`src/rtl/loader_pkg.sv`:
```
package loader_pkg;

    typedef enum logic [2:0] {
        ST_WAIT_LOW = 3'd0,
        ST_ARMED    = 3'd1,
        ST_LOAD_REF = 3'd2,
        ST_LOAD_FB  = 3'd3,
        ST_DROP     = 3'd4
    } load_state_t;

    localparam int DEF_R_W   = 14;
    localparam int DEF_A_W   = 7;
    localparam int DEF_N_W   = 11;
    localparam int DEF_R_MIN = 5;

endpackage

```
`src/rtl/ser_shift.sv`:
```
module ser_shift #(
    parameter int SR_W = 19
) (
    input  logic            clk,
    input  logic            rst_n,
    input  logic            sclk_i,
    input  logic            sdata_i,
    output logic [SR_W-1:0] sr_o
);

    logic            sclk_q;
    logic            rise;
    logic [SR_W-1:0] sr_q;

    assign rise = sclk_i & ~sclk_q;
    assign sr_o = sr_q;

    always_ff @(posedge clk or negedge rst_n) begin
        if (!rst_n) begin
            sclk_q <= 1'b0;
        end else begin
            sclk_q <= sclk_i;
        end
    end

    always_ff @(posedge clk or negedge rst_n) begin
        if (!rst_n) begin
            sr_q <= '0;
        end else if (rise) begin
            sr_q <= {sr_q[SR_W-2:0], sdata_i};
        end
    end

    AST_SR_HOLD: assert property (@(posedge clk) disable iff (!rst_n)
        !rise |=> $stable(sr_q));

endmodule

```
`src/rtl/load_ctrl.sv`:
```
module load_ctrl
    import loader_pkg::*;
#(
    parameter int R_W   = 14,
    parameter int R_MIN = 5
) (
    input  logic           clk,
    input  logic           rst_n,
    input  logic           le_i,
    input  logic           tag_i,
    input  logic [R_W-1:0] rcand_i,
    output logic           ld_ref_o,
    output logic           ld_fb_o
);

    localparam logic [R_W-1:0] R_MIN_V = R_W'(R_MIN);

    load_state_t state_q, state_d;
    logic        legal;

    assign legal = (rcand_i >= R_MIN_V);

    always_ff @(posedge clk or negedge rst_n) begin
        if (!rst_n) begin
            state_q <= ST_WAIT_LOW;
        end else begin
            state_q <= state_d;
        end
    end

    always_comb begin
        state_d = state_q;
        unique case (state_q)
            ST_WAIT_LOW: begin
                if (!le_i) begin
                    state_d = ST_ARMED;
                end
            end
            ST_ARMED: begin
                if (le_i) begin
                    if (!tag_i) begin
                        state_d = ST_LOAD_FB;
                    end else if (legal) begin
                        state_d = ST_LOAD_REF;
                    end else begin
                        state_d = ST_DROP;
                    end
                end
            end
            ST_LOAD_REF: state_d = ST_WAIT_LOW;
            ST_LOAD_FB:  state_d = ST_WAIT_LOW;
            ST_DROP:     state_d = ST_WAIT_LOW;
            default:     state_d = ST_WAIT_LOW;
        endcase
    end

    always_comb begin
        ld_ref_o = 1'b0;
        ld_fb_o  = 1'b0;
        unique case (state_q)
            ST_LOAD_REF: ld_ref_o = 1'b1;
            ST_LOAD_FB:  ld_fb_o  = 1'b1;
            default: begin
                ld_ref_o = 1'b0;
                ld_fb_o  = 1'b0;
            end
        endcase
    end

    AST_LOAD_EXCLUSIVE: assert property (@(posedge clk) disable iff (!rst_n)
        $onehot0({ld_ref_o, ld_fb_o}));
    AST_SINGLE_COPY: assert property (@(posedge clk) disable iff (!rst_n)
        (ld_ref_o || ld_fb_o) |=> !(ld_ref_o || ld_fb_o));
    AST_COPY_AFTER_LE: assert property (@(posedge clk) disable iff (!rst_n)
        (ld_ref_o || ld_fb_o) |-> $past(le_i));

endmodule

```
`src/rtl/ref_bank.sv`:
```
module ref_bank #(
    parameter int R_W   = 14,
    parameter int R_MIN = 5,
    parameter int R_RST = 5
) (
    input  logic           clk,
    input  logic           rst_n,
    input  logic           load_i,
    input  logic [R_W+2:0] word_i,
    output logic [R_W-1:0] r_o,
    output logic           sw_o,
    output logic           fc_o,
    output logic           lds_o
);

    localparam logic [R_W-1:0] R_RST_V = R_W'(R_RST);
    localparam logic [R_W-1:0] R_MIN_V = R_W'(R_MIN);

    logic [R_W-1:0] r_q;
    logic           sw_q, fc_q, lds_q;

    always_ff @(posedge clk or negedge rst_n) begin
        if (!rst_n) begin
            r_q   <= R_RST_V;
            sw_q  <= 1'b0;
            fc_q  <= 1'b1;
            lds_q <= 1'b0;
        end else if (load_i) begin
            r_q   <= word_i[R_W-1:0];
            sw_q  <= word_i[R_W];
            fc_q  <= word_i[R_W+1];
            lds_q <= word_i[R_W+2];
        end
    end

    assign r_o   = r_q;
    assign sw_o  = sw_q;
    assign fc_o  = fc_q;
    assign lds_o = lds_q;

    AST_REF_LEGAL: assert property (@(posedge clk) disable iff (!rst_n)
        r_q >= R_MIN_V);
    AST_REF_HOLD: assert property (@(posedge clk) disable iff (!rst_n)
        !load_i |=> $stable({r_q, sw_q, fc_q, lds_q}));

endmodule

```
`src/rtl/fb_bank.sv`:
```
module fb_bank #(
    parameter int A_W   = 7,
    parameter int N_W   = 11,
    parameter int N_RST = 5
) (
    input  logic               clk,
    input  logic               rst_n,
    input  logic               load_i,
    input  logic [A_W+N_W-1:0] word_i,
    output logic [A_W-1:0]     a_o,
    output logic [N_W-1:0]     n_o
);

    localparam logic [N_W-1:0] N_RST_V = N_W'(N_RST);

    logic [A_W-1:0] a_q;
    logic [N_W-1:0] n_q;

    always_ff @(posedge clk or negedge rst_n) begin
        if (!rst_n) begin
            a_q <= '0;
            n_q <= N_RST_V;
        end else if (load_i) begin
            a_q <= word_i[A_W-1:0];
            n_q <= word_i[A_W+N_W-1:A_W];
        end
    end

    assign a_o = a_q;
    assign n_o = n_q;

    AST_FB_HOLD: assert property (@(posedge clk) disable iff (!rst_n)
        !load_i |=> $stable({a_q, n_q}));

endmodule

```
`src/rtl/synth_serial_loader.sv`:
```
module synth_serial_loader
    import loader_pkg::*;
#(
    parameter int R_W   = DEF_R_W,
    parameter int A_W   = DEF_A_W,
    parameter int N_W   = DEF_N_W,
    parameter int R_MIN = DEF_R_MIN,
    parameter int R_RST = 5,
    parameter int N_RST = 5
) (
    input  logic           clk,
    input  logic           rst_n,
    input  logic           sclk,
    input  logic           sdata,
    input  logic           le,
    output logic [R_W-1:0] ref_div,
    output logic           pre_sel,
    output logic           pol_sel,
    output logic           mon_sel,
    output logic [A_W-1:0] swallow,
    output logic [N_W-1:0] main_div
);

    localparam int FB_W  = A_W + N_W;
    localparam int REF_W = R_W + 3;
    localparam int SR_W  = (FB_W > REF_W) ? FB_W + 1 : REF_W + 1;

    logic [SR_W-1:0] sr;
    logic            ld_ref, ld_fb;

    ser_shift #(.SR_W(SR_W)) u_shift (
        .clk     (clk),
        .rst_n   (rst_n),
        .sclk_i  (sclk),
        .sdata_i (sdata),
        .sr_o    (sr)
    );

    load_ctrl #(.R_W(R_W), .R_MIN(R_MIN)) u_ctrl (
        .clk      (clk),
        .rst_n    (rst_n),
        .le_i     (le),
        .tag_i    (sr[0]),
        .rcand_i  (sr[R_W:1]),
        .ld_ref_o (ld_ref),
        .ld_fb_o  (ld_fb)
    );

    ref_bank #(.R_W(R_W), .R_MIN(R_MIN), .R_RST(R_RST)) u_ref (
        .clk    (clk),
        .rst_n  (rst_n),
        .load_i (ld_ref),
        .word_i (sr[REF_W:1]),
        .r_o    (ref_div),
        .sw_o   (pre_sel),
        .fc_o   (pol_sel),
        .lds_o  (mon_sel)
    );

    fb_bank #(.A_W(A_W), .N_W(N_W), .N_RST(N_RST)) u_fb (
        .clk    (clk),
        .rst_n  (rst_n),
        .load_i (ld_fb),
        .word_i (sr[FB_W:1]),
        .a_o    (swallow),
        .n_o    (main_div)
    );

endmodule

```
`config.mk`:
```
export PLATFORM = sky130hd
export DESIGN_NAME = synth_serial_loader
export DESIGN_NICKNAME = d
export VERILOG_FILES = /design/src/rtl/loader_pkg.sv /design/src/rtl/ser_shift.sv /design/src/rtl/load_ctrl.sv /design/src/rtl/ref_bank.sv /design/src/rtl/fb_bank.sv /design/src/rtl/synth_serial_loader.sv
export SDC_FILE = /design/constraint.sdc
export NUM_CORES = 1
export LEC_CHECK = 0
export ABC_AREA = 1
export BUFFER_PORTS_ARGS = -buffer_cell sky130_fd_sc_hd__buf_2
export CAP_MARGIN = 20
export CORE_UTILIZATION = 55
export CTS_BUF_LIST = sky130_fd_sc_hd__clkbuf_4 sky130_fd_sc_hd__clkbuf_8
export DETAILED_ROUTE_END_ITERATION = 8
export HOLD_SLACK_MARGIN = 0.12
export PLACE_DENSITY_LB_ADDON = 0.2
export SLEW_MARGIN = 30
export SYNTH_ARGS = -nofsm -noshare
export SYNTH_HDL_FRONTEND = slang
export SYNTH_SLANG_ARGS = --single-unit
export TNS_END_PERCENT = 5
```
`constraint.sdc`:
```
create_clock -name clk -period 2.4 [get_ports clk]
set_input_delay 0.72 -clock clk [delete_from_list [all_inputs] [get_ports clk]]
set_output_delay 0.72 -clock clk [all_outputs]
set_load 0.03 [all_outputs]
```
Yosys cells after proc, flatten, opt, wreduce, memory -nomap -nowiden
Cells that the tools add are included.
W data, S select, Z words.
- multiplexer cells: 7
- magnitude comparators: 1
- equality and inequality tests: 5
- reductions and logical operators: 2
- bitwise gates (word level): 2
- operators with widths (operator ; number):
    $ge A14 B3 Y1 const B ; 1
    $mux W3 ; 4
    $eq A3 B2 Y1 const B ; 2
    $pmux W3 S2 ; 1
    $ne A2 B2 Y1 const B ; 2
    $eq A3 B1 Y1 const B ; 1
    $logic_not A3 Y1 ; 1
    $mux W1 ; 2
    $reduce_and A2 Y1 ; 1
    $and A1 B1 Y1 ; 1
    $not A1 Y1 ; 1
- flip-flop bits (word level): 58
- input bits: 5
- output and inout port bits: 35
- word-level logic and storage cells: 26

Depth between registers and ports, before layout
Gate-level depths: netlist (run 1).
- word-level depth: 5
- depth in mapped cells: 6
- gate-level depth less buffers: 6

Hierarchy
From an unflattened synthesis (run 1), not the netlist that was laid out.
- cells, all modules: 261
- area total of the unflattened synthesis: 2384.8 um^2
- by module, submodules not included (module ; instances ; area an instance (um^2) ; cells an instance):
    ser_shift ; 1 ; 797.0 ; 84
    fb_bank ; 1 ; 713.2 ; 76
    ref_bank ; 1 ; 684.4 ; 72
    load_ctrl ; 1 ; 190.2 ; 29

Least setup slack after synthesis (run 1)
Ideal clock, no wire load.
- path kind: reg2out
- start: register u_ref.fc_q, in the netlist u_ref.fc_o
- end: output port pol_sel
- slack: 1076 ps
- arrival: 604 ps
- cell stages (with the launch flop): 1
- buffers on the path: 0
- cells stage by stage: dfstp_2
- RTL lines (what ; line ; source):
    start, declared ; ref_bank.sv:20 ; logic sw_q, fc_q, lds_q;
    start signal, assigned ; ref_bank.sv:31 ; fc_q <= word_i[R_W+1];
    end, declared ; synth_serial_loader.sv:18 ; output logic pol_sel,
No word-level cell between the ends.

Worst setup path after layout (run 1)
- start: register u_ref.r_q[0], in the netlist u_ref.r_o[0]
- end: output port ref_div[0]
- RTL lines (what ; line ; source):
    start, declared ; ref_bank.sv:19 ; logic [R_W-1:0] r_q;
    start signal, assigned ; ref_bank.sv:29 ; r_q <= word_i[R_W-1:0];
    end, declared ; synth_serial_loader.sv:16 ; output logic [R_W-1:0] ref_div,
No word-level cell between the ends.

==> results of run 1 <==
==> worst min path at each step <==
| stage | start | to | slack [ps] | cells after the start |
|---|---|---|---|---|
| finish | rst_n | u_shift.sr_o[15]$_DFFE_PN0P_ | 340 | 1 |
| global placement | u_fb.n_o[6]$_DFFE_PN0N_ | u_fb.n_o[6]$_DFFE_PN0N_ | 460 | 2 |
| global route | rst_n | u_fb.n_o[10]$_DFFE_PN0N_ | 370 | 1 |
| CTS | rst_n | u_fb.n_o[6]$_DFFE_PN0N_ | 350 | 1 |
| floorplan | rst_n | u_ctrl.state_q[0]$_DFFE_PN0P_ | 420 | 0 |
| detailed placement | u_fb.n_o[6]$_DFFE_PN0N_ | u_fb.n_o[6]$_DFFE_PN0N_ | 460 | 2 |
==> kinds of logic after synthesis <==
logic type	count (synthesis)
AND/OR/NAND/NOR	76
flip-flops	58
AO/OA/AOI/OAI	56
buffers and inverters	32
==> area by class of cell <==
class	instances	area, sq um	area share
Tap cell	50	62.6	0.0218
Clock buffer	11	145	0.0505
Inverter	22	82.6	0.0288
Clock inverter	5	125	0.0436
Timing Repair Buffer	42	230	0.0802
Multi-Input combinational cell	132	768	0.268
Sequential cell	58	1460	0.508
==> placed cells by master, fill, tap and decap left out, drive strengths merged <==
cell type	count
nand3	2
o21ai	53
nor2	13
buf	42
dfrtp	53
clkinv	1
clkbuf	11
nand2	60
bufinv	4
a21oi	3
or2	1
dfstp	5
inv	22
==> power by group through the flow <==
| stage | clock network, mW | registers (mW) | logic (mW) |
|---|---|---|---|
| after floorplan | 0 | 1.81 | 0.528 |
| after CTS | 1.23 | 1.42 | 1.19 |
| after detailed placement | 0 | 1.43 | 1.18 |
| after global placement | 0 | 1.42 | 1.16 |
| after global routing | 1.28 | 1.45 | 1.29 |
| final | 1.21 | 1.42 | 1.17 |
==> synthesized netlist by cell type, drive strengths merged <==
| cell | number |
|---|---|
| a21oi | 3 |
| buf | 9 |
| clkbuf | 1 |
| dfrtp | 53 |
| dfstp | 5 |
| inv | 22 |
| nand2 | 60 |
| nand3 | 2 |
| nor2 | 13 |
| o21ai | 53 |
| or2 | 1 |
==> stage by stage <==
step	instance area, sq um	total power, mW	utilization
6_report	2870	3.80	0.703
5_1_grt	2870	4.02	0.703
4_1_cts	2870	3.84	0.703
3_5_place_dp	2600	2.61	0.637
3_3_place_gp	2600	2.58	0.637
2_1_floorplan	2410	2.33	-
==> state kept, by name, summed over array words and instances, names as in the netlist <==
signal / cells
u_fb.a_o: 7
u_shift.sclk_q: 1
u_fb.n_o: 11
u_ctrl.state_q: 3
u_ref.r_o: 14
u_ref.fc_o: 1
u_ref.sw_o: 1
u_ref.lds_o: 1
u_shift.sr_o: 19
==> metal layers <==
layer / track usage / vias to the layer above / routed length [um] / share of wire
li1: - / 792 / - / -
met1: 0.268 / 750 / 1870 / 0.45
met2: 0.349 / 39 / 2040 / 0.49
met3: 0.0500 / 14 / 156 / 0.037
met4: 0.156 / 0 / 127 / 0.030
met5: 0 / - / 0 / 0
==> results.ini, run 1 <==
[outcome]
status=completed

[timing]
drv_slew=0
fin_crit_sh=0.743
setup_ws_ps=617
hold_violations=0
tightestPinTransition_ps=565
rsz0062_at_grt=false
fmax_mhz=561
finalSetupTns_ps=0
setup_viol=0
holdWs_ps=343
skew_ps=8.10
period_minus_slack_ps=1780
relSlewSlack=0.623

[power_and_ir_drop]
power.internal_mw=2.44
p_leak_nw=1.42
combPwrFrac=0.308
power_density_mw_per_mm2=1320
clkPwrFrac=0.319
swShare=0.358
power_switching_mw=1.36
peakVddDrop_mv=0.873
seqPwrFrac=0.373

[clock_tree]
postCtsSetupRepairBufs=0
cts_resized=0
insertion_delay_ps=330
cts.clk_slew.worst_paths_ps=70
cts_made_buffers=9
root_buffer=clkbuf_8
cts.path.max_buffers=2
tritoncts=done
numClockSinks=58
hold_buffers=0
htree_levels=3

[logic_synthesis]
synth_compound_area_frac=0.173
syn-instance-count=222
postSynthAreaPerCell_sq_um=10.8
synth_top_family_by_area=compound AO/OA/AOI/OAI gates
ys_seq_elements=58
ys_warn_count=0
synth.top_cells.by_area=dfrtp_1 55%, o21ai_2 13%, nand2_1 7.0%
synthMuxAreaShare=0
synthesis.nets=227
synth_xor_area_frac=0
synth-simple-area-share=0.147
yosysSeqAreaShare=0.606
synth_top_area_frac=0.551
yosys.cell_types.count=16
synth-adder-area-share=0
syn-cell-area_sq_mm=0.00241
yosys.area.top_type=dfrtp_1

[worst_setup_path]
endpoint=ref_div[0]
crit_family=flip-flops
rr_worst_depth=4
r2r-end=u_ref.sw_o$_DFFE_PN0N_
crit_arrival_ps=1060
slowest_delay_ps=540
path_cells=buf_2
cp-start-kind=flop
setup.worst_path.class=reg2out
startpoint=u_ref.r_o[0]$_DFFE_PN1N_
cp-end-kind=output port
rrSetupSlack_ps=1000
rr_startpoint=u_ctrl.state_q[2]$_DFFE_PN0P_
cp_num_buf_inv=1
worst-path-max-fanout=2
crit_path_top_delay_cell=dfstp_2
cp.required_ps=1680
cp.depth=1

[placed_design]
gp_congestion=0.751
port-buffer-count=39
hpwl_mm=2.55
place_ws_ps=932
dp_cells=304

[grt]
grt_pass1_vias=1605
grt_pass1_wl_mm=7.13
grt_max_degree=39
grt_usage=0.222
grt-ovfl-total=0
antenna_found_initial=0

[die]
die_h_um=68.1
fp.dieW_um=68.1
pin_count=40
initial_core_util=0.589
row_count=23
dieArea_sq_mm=0.00464
core_sq_mm=0.00409

[run]
drv_cap=0

[final_layout]
fill_cells=324
antenna-diode-count=0
nNetsFinal=270
final_cells=320
drive_gt1_frac=0.433
syn2layout_area_growth_pct=19.3

[routing]
dr.first_iter.drc_count=79
wirelength_mm=4.20
wire_per_inst_um=13.1
num_vias=1595
dr.pass1.iters=4
vias_per_cell=4.98
route.detailed.drc=0
antenna_left=0

[hold_path]
hold_path.class=in2async

(Power assumes the default switching activity.)
==> run 2: changes to the inputs <==
==> constraint.sdc (replaced) <==
create_clock -name clk -period 1.8 [get_ports clk]
set_input_delay 0.54 -clock clk [delete_from_list [all_inputs] [get_ports clk]]
set_output_delay 0.54 -clock clk [all_outputs]
set_load 0.03 [all_outputs]
==> results.ini, run 2 (synthesis gave the netlist of run 1 again) <==
[clock_tree]
cts_resized=0
tritoncts=done
numClockSinks=58
root_buffer=clkbuf_8
cts.clk_slew.worst_paths_ps=60
insertion_delay_ps=330
postCtsSetupRepairBufs=0
htree_levels=3
cts_made_buffers=9
cts.path.max_buffers=2

[power_and_ir_drop]
power.internal_mw=2.84
peakVddDrop_mv=0.967
combPwrFrac=0.335
clkPwrFrac=0.255
power_density_mw_per_mm2=1650
p_leak_nw=1.39
swShare=0.386
power_switching_mw=1.79
seqPwrFrac=0.409

[timing]
fin_crit_sh=0.888
rsz0062_at_grt=false
finalSetupTns_ps=0
hold_violations=0
fmax_mhz=626
skew_ps=8.80
setup_viol=0
relSlewSlack=0.621
drv_slew=0
tightestPinTransition_ps=569
period_minus_slack_ps=1600

[die]
initial_core_util=0.589
row_count=23
pin_count=40
core_sq_mm=0.00409
fp.dieW_um=68.1
die_h_um=68.1
dieArea_sq_mm=0.00464

[routing]
m1WireLength_mm=1.88
wl_met2_mm=1.94
wirelength_mm=4.06
dr.pass1.iters=4
met3_wirelength_um=159
antenna_left=0
vias_per_cell=4.85
num_vias=1552
wire_per_inst_um=12.7
top_layer=met4
route.detailed.drc=0
dr.first_iter.drc_count=147

[hold_path]
hold_path.class=in2reg

[worst_setup_path]
worst-path-max-fanout=2
crit_arrival_ps=1060
slowest_delay_ps=540
setup.worst_path.class=reg2out
crit_path_top_delay_cell=dfstp_2
crit_family=flip-flops
cp-start-kind=flop
path_cells=buf_2
cp.required_ps=1260
cp_num_buf_inv=1
cp-end-kind=output port

[final_layout]
antenna-diode-count=0
multiInputGateArea_sq_um=768
mostFrequentLayoutCell=dfrtp_1
final_cell_mix=53 x dfrtp_1, 45 x nand2_1, 39 x buf_2
syn2layout_area_growth_pct=16.7
drive_gt1_frac=0.430
nNetsFinal=270
fill_cells=319
final_util=0.687
seq_area_sq_mm=0.00146
largest_register_ffs=19

[run]
drv_cap=0

[grt]
antenna_found_initial=0
grt-ovfl-total=0
grt_pass1_wl_mm=6.47
grt_pass1_vias=1321
grt_usage=0.203
grt_max_degree=47

[placed_design]
hpwl_mm=2.58
port-buffer-count=39
gp_congestion=0.699

[outcome]
status=completed

-- run 2: changes by cell type in the layout (fill, tap and decap cells not counted) --
cell,delta
buf_4,-1
bufinv_16,-4
clkbuf_8,+4
dlygate4sd3_1,+1
-- run 2: what timing repair did --
item	CTS	global route
endpoints found under the hold margin	10	0
hold buffers	1	0
endpoints found under the setup margin	0	0
-- run 2: worst paths after layout --
kind,cells past startpoint,to,start,slack (ps)
min in group asynchronous,2,u_ref.r_o[1]$_DFFE_PN0N_,rst_n,640
max in group asynchronous,3,u_fb.n_o[0]$_DFFE_PN1N_,rst_n,560
min,1,u_shift.sclk_q$_DFF_PN0_,sclk,330
max reg2reg,4,u_ref.r_o[8]$_DFFE_PN0N_,u_ctrl.state_q[2]$_DFFE_PN0P_,390
max,1,ref_div[0],u_ref.r_o[0]$_DFFE_PN1N_,200
min reg2reg,2,u_ref.r_o[2]$_DFFE_PN1N_,u_ref.r_o[2]$_DFFE_PN1N_,470
-- run 2: area by class of cell --
type	instances	share of cell area
timing repair buffer	42	0.0829
inverter	22	0.0294
multi-input combinational	132	0.273
sequential	58	0.519
clock buffer	15	0.0713
tap	50	0.0223
clock inverter	1	0.00178
-- run 2: routing by layer --
metal	track usage	vias up
li1	-	795
met5	0	-
met1	0.283	720
met2	0.283	29
met3	0.0550	8
met4	0.117	0
-- run 2: per-stage QoR --
| step | cell area [sq um] | instances | power (mW) | hold slack, ps | setup slack [ps] |
|---|---|---|---|---|---|
| CTS | 2810 | 320 | 4.68 | 321 | 192 |
| finish | 2810 | 320 | 4.63 | 329 | 202 |
| global placement | 2590 | 303 | 3.45 | 452 | 448 |
| global route | 2810 | 320 | 4.89 | 318 | 170 |
| floorplan | 2410 | 222 | 3.11 | 244 | 656 |
| detailed placement | 2590 | 303 | 3.48 | 459 | 380 |
-- run 2: power by group through the flow --
| stage | sequential [mW] | combinational [mW] | clock (mW) |
|---|---|---|---|
| final | 1.89 | 1.55 | 1.18 |
| after global routing | 1.94 | 1.69 | 1.26 |
| after CTS | 1.90 | 1.58 | 1.20 |
| after detailed placement | 1.91 | 1.57 | 0 |
| after global placement | 1.90 | 1.54 | 0 |
| after floorplan | 2.41 | 0.704 | 0 |
==> run 3: changes to the inputs <==
--- a/config.mk
+++ b/config.mk
@@ -8,7 +8,9 @@
 export ABC_AREA = 1
 export BUFFER_PORTS_ARGS = -buffer_cell sky130_fd_sc_hd__buf_2
 export CAP_MARGIN = 20
-export CORE_UTILIZATION = 55
+export CELL_PAD_IN_SITES_DETAIL_PLACEMENT = 1
+export CELL_PAD_IN_SITES_GLOBAL_PLACEMENT = 2
+export CORE_UTILIZATION = 37
 export CTS_BUF_LIST = sky130_fd_sc_hd__clkbuf_4 sky130_fd_sc_hd__clkbuf_8
 export DETAILED_ROUTE_END_ITERATION = 8
 export HOLD_SLACK_MARGIN = 0.12
==> results.ini, run 3 (synthesis gave the netlist of run 1 again) <==
[timing]
finalSetupTns_ps=0
relSlewSlack=0.673
hold_violations=0
tightestPinTransition_ps=490
skew_ps=8.36
fmax_mhz=625
rsz0062_at_grt=false
setup_viol=0
fin_crit_sh=0.889
period_minus_slack_ps=1600
holdWs_ps=204
drv_slew=0

[die]
core_sq_mm=0.00631
pin_count=40
fp.dieW_um=82.6
row_count=29
dieArea_sq_mm=0.00683
die_h_um=82.6
initial_core_util=0.381

[hold_path]
hold_path.class=in2async

[placed_design]
gp_congestion=0.660
hpwl_mm=2.86
port-buffer-count=39

[final_layout]
drive_gt1_frac=0.435
multiInputGateArea_sq_um=768
final_cell_mix=53 x dfrtp_1, 45 x nand2_1, 39 x buf_2
antenna-diode-count=0
syn2layout_area_growth_pct=17.6
nNetsFinal=271
mostFrequentLayoutCell=dfrtp_1
seq_area_sq_mm=0.00146
largest_register_ffs=19
fill_cells=743

[power_and_ir_drop]
power_switching_mw=1.80
p_leak_nw=1.39
combPwrFrac=0.350
power_density_mw_per_mm2=1600
power.internal_mw=2.74
clkPwrFrac=0.233
peakVddDrop_mv=0.546
swShare=0.397
seqPwrFrac=0.417

[run]
drv_cap=0

[worst_setup_path]
cp-end-kind=output port
crit_path_top_delay_cell=dfstp_2
rrSetupSlack_ps=560
crit_family=flip-flops
slowest_delay_ps=540
setup.worst_path.class=reg2out
cp-start-kind=flop
path_cells=buf_2
crit_arrival_ps=1060
cp.required_ps=1260
worst-path-max-fanout=2
cp_num_buf_inv=1

[clock_tree]
postCtsSetupRepairBufs=0
root_buffer=clkbuf_8
cts_resized=0
htree_levels=3
cts.path.max_buffers=2
cts.clk_slew.worst_paths_ps=60
tritoncts=done
cts_made_buffers=9
insertion_delay_ps=340
hold_buffers=0
numClockSinks=58

[outcome]
status=completed

[grt]
grt_pass1_wl_mm=7.35
grt_max_degree=59
grt_pass1_vias=1476
antenna_found_initial=0
grt_usage=0.151
grt-ovfl-total=0

[routing]
dr.first_iter.drc_count=81
vias_per_cell=4.52
antenna_left=0
dr.pass1.iters=4
wirelength_mm=4.52
route.detailed.drc=0
num_vias=1573
wire_per_inst_um=13.0

run 3: cell count changes in the layout (fill, tap and decap cells not counted), sizes merged:
cell,previous run,this run
buf,41,43
clkbuf,15,13
clkinv,1,3
dlygate4sd3,1,0
run 3: power by group through the flow:
stage | clock [mW] | sequential (mW) | combinational, mW
final | 1.06 | 1.89 | 1.59
after global routing | 1.17 | 1.94 | 1.75
after CTS | 1.10 | 1.90 | 1.62
after detailed placement | 0 | 1.92 | 1.62
after global placement | 0 | 1.91 | 1.59
after floorplan | 0 | 2.41 | 0.704
run 3: final timing paths:
kind	start	end	cells past startpoint
setup / recovery	u_ref.r_o[2]$_DFFE_PN1N_	ref_div[2]	1
hold / removal	rst_n	u_ref.lds_o$_DFFE_PN0N_	2
setup reg to reg	u_ctrl.state_q[1]$_DFFE_PN0P_	u_fb.n_o[6]$_DFFE_PN0N_	4
hold reg to reg	u_ref.r_o[0]$_DFFE_PN1N_	u_ref.r_o[0]$_DFFE_PN1N_	2
max in group asynchronous	rst_n	u_fb.n_o[0]$_DFFE_PN1N_	2
min in group clk	sclk	u_shift.sclk_q$_DFF_PN0_	1
run 3: final cells by class:
cell class	count	area share
multi-input cells	132	0.271
clock inverters	3	0.00531
repair buffers	43	0.0884
well taps	77	0.0340
flip-flops and latches	58	0.515
clock buffers	13	0.0566
inverters	22	0.0292
run 3: stage by stage:
step,utilization,power [mW],worst slack [ps],area (sq um),cells
after floorplan,-,3.11,656,2410,222
after global placement,0.421,3.50,537,2660,332
after detailed placement,0.421,3.54,504,2660,332
after CTS,0.448,4.63,180,2830,348
after global routing,0.448,4.86,154,2830,348
final,0.448,4.54,200,2830,348
run 3: routing by layer:
layer  GRT usage  vias to the layer above  routed length, um
met3      0.0538                       11                162
met1       0.203                      743               2200
met4      0.0828                        0                104
met2       0.210                       28               2050
met5           0                        -                  0
li1            -                      791                  -
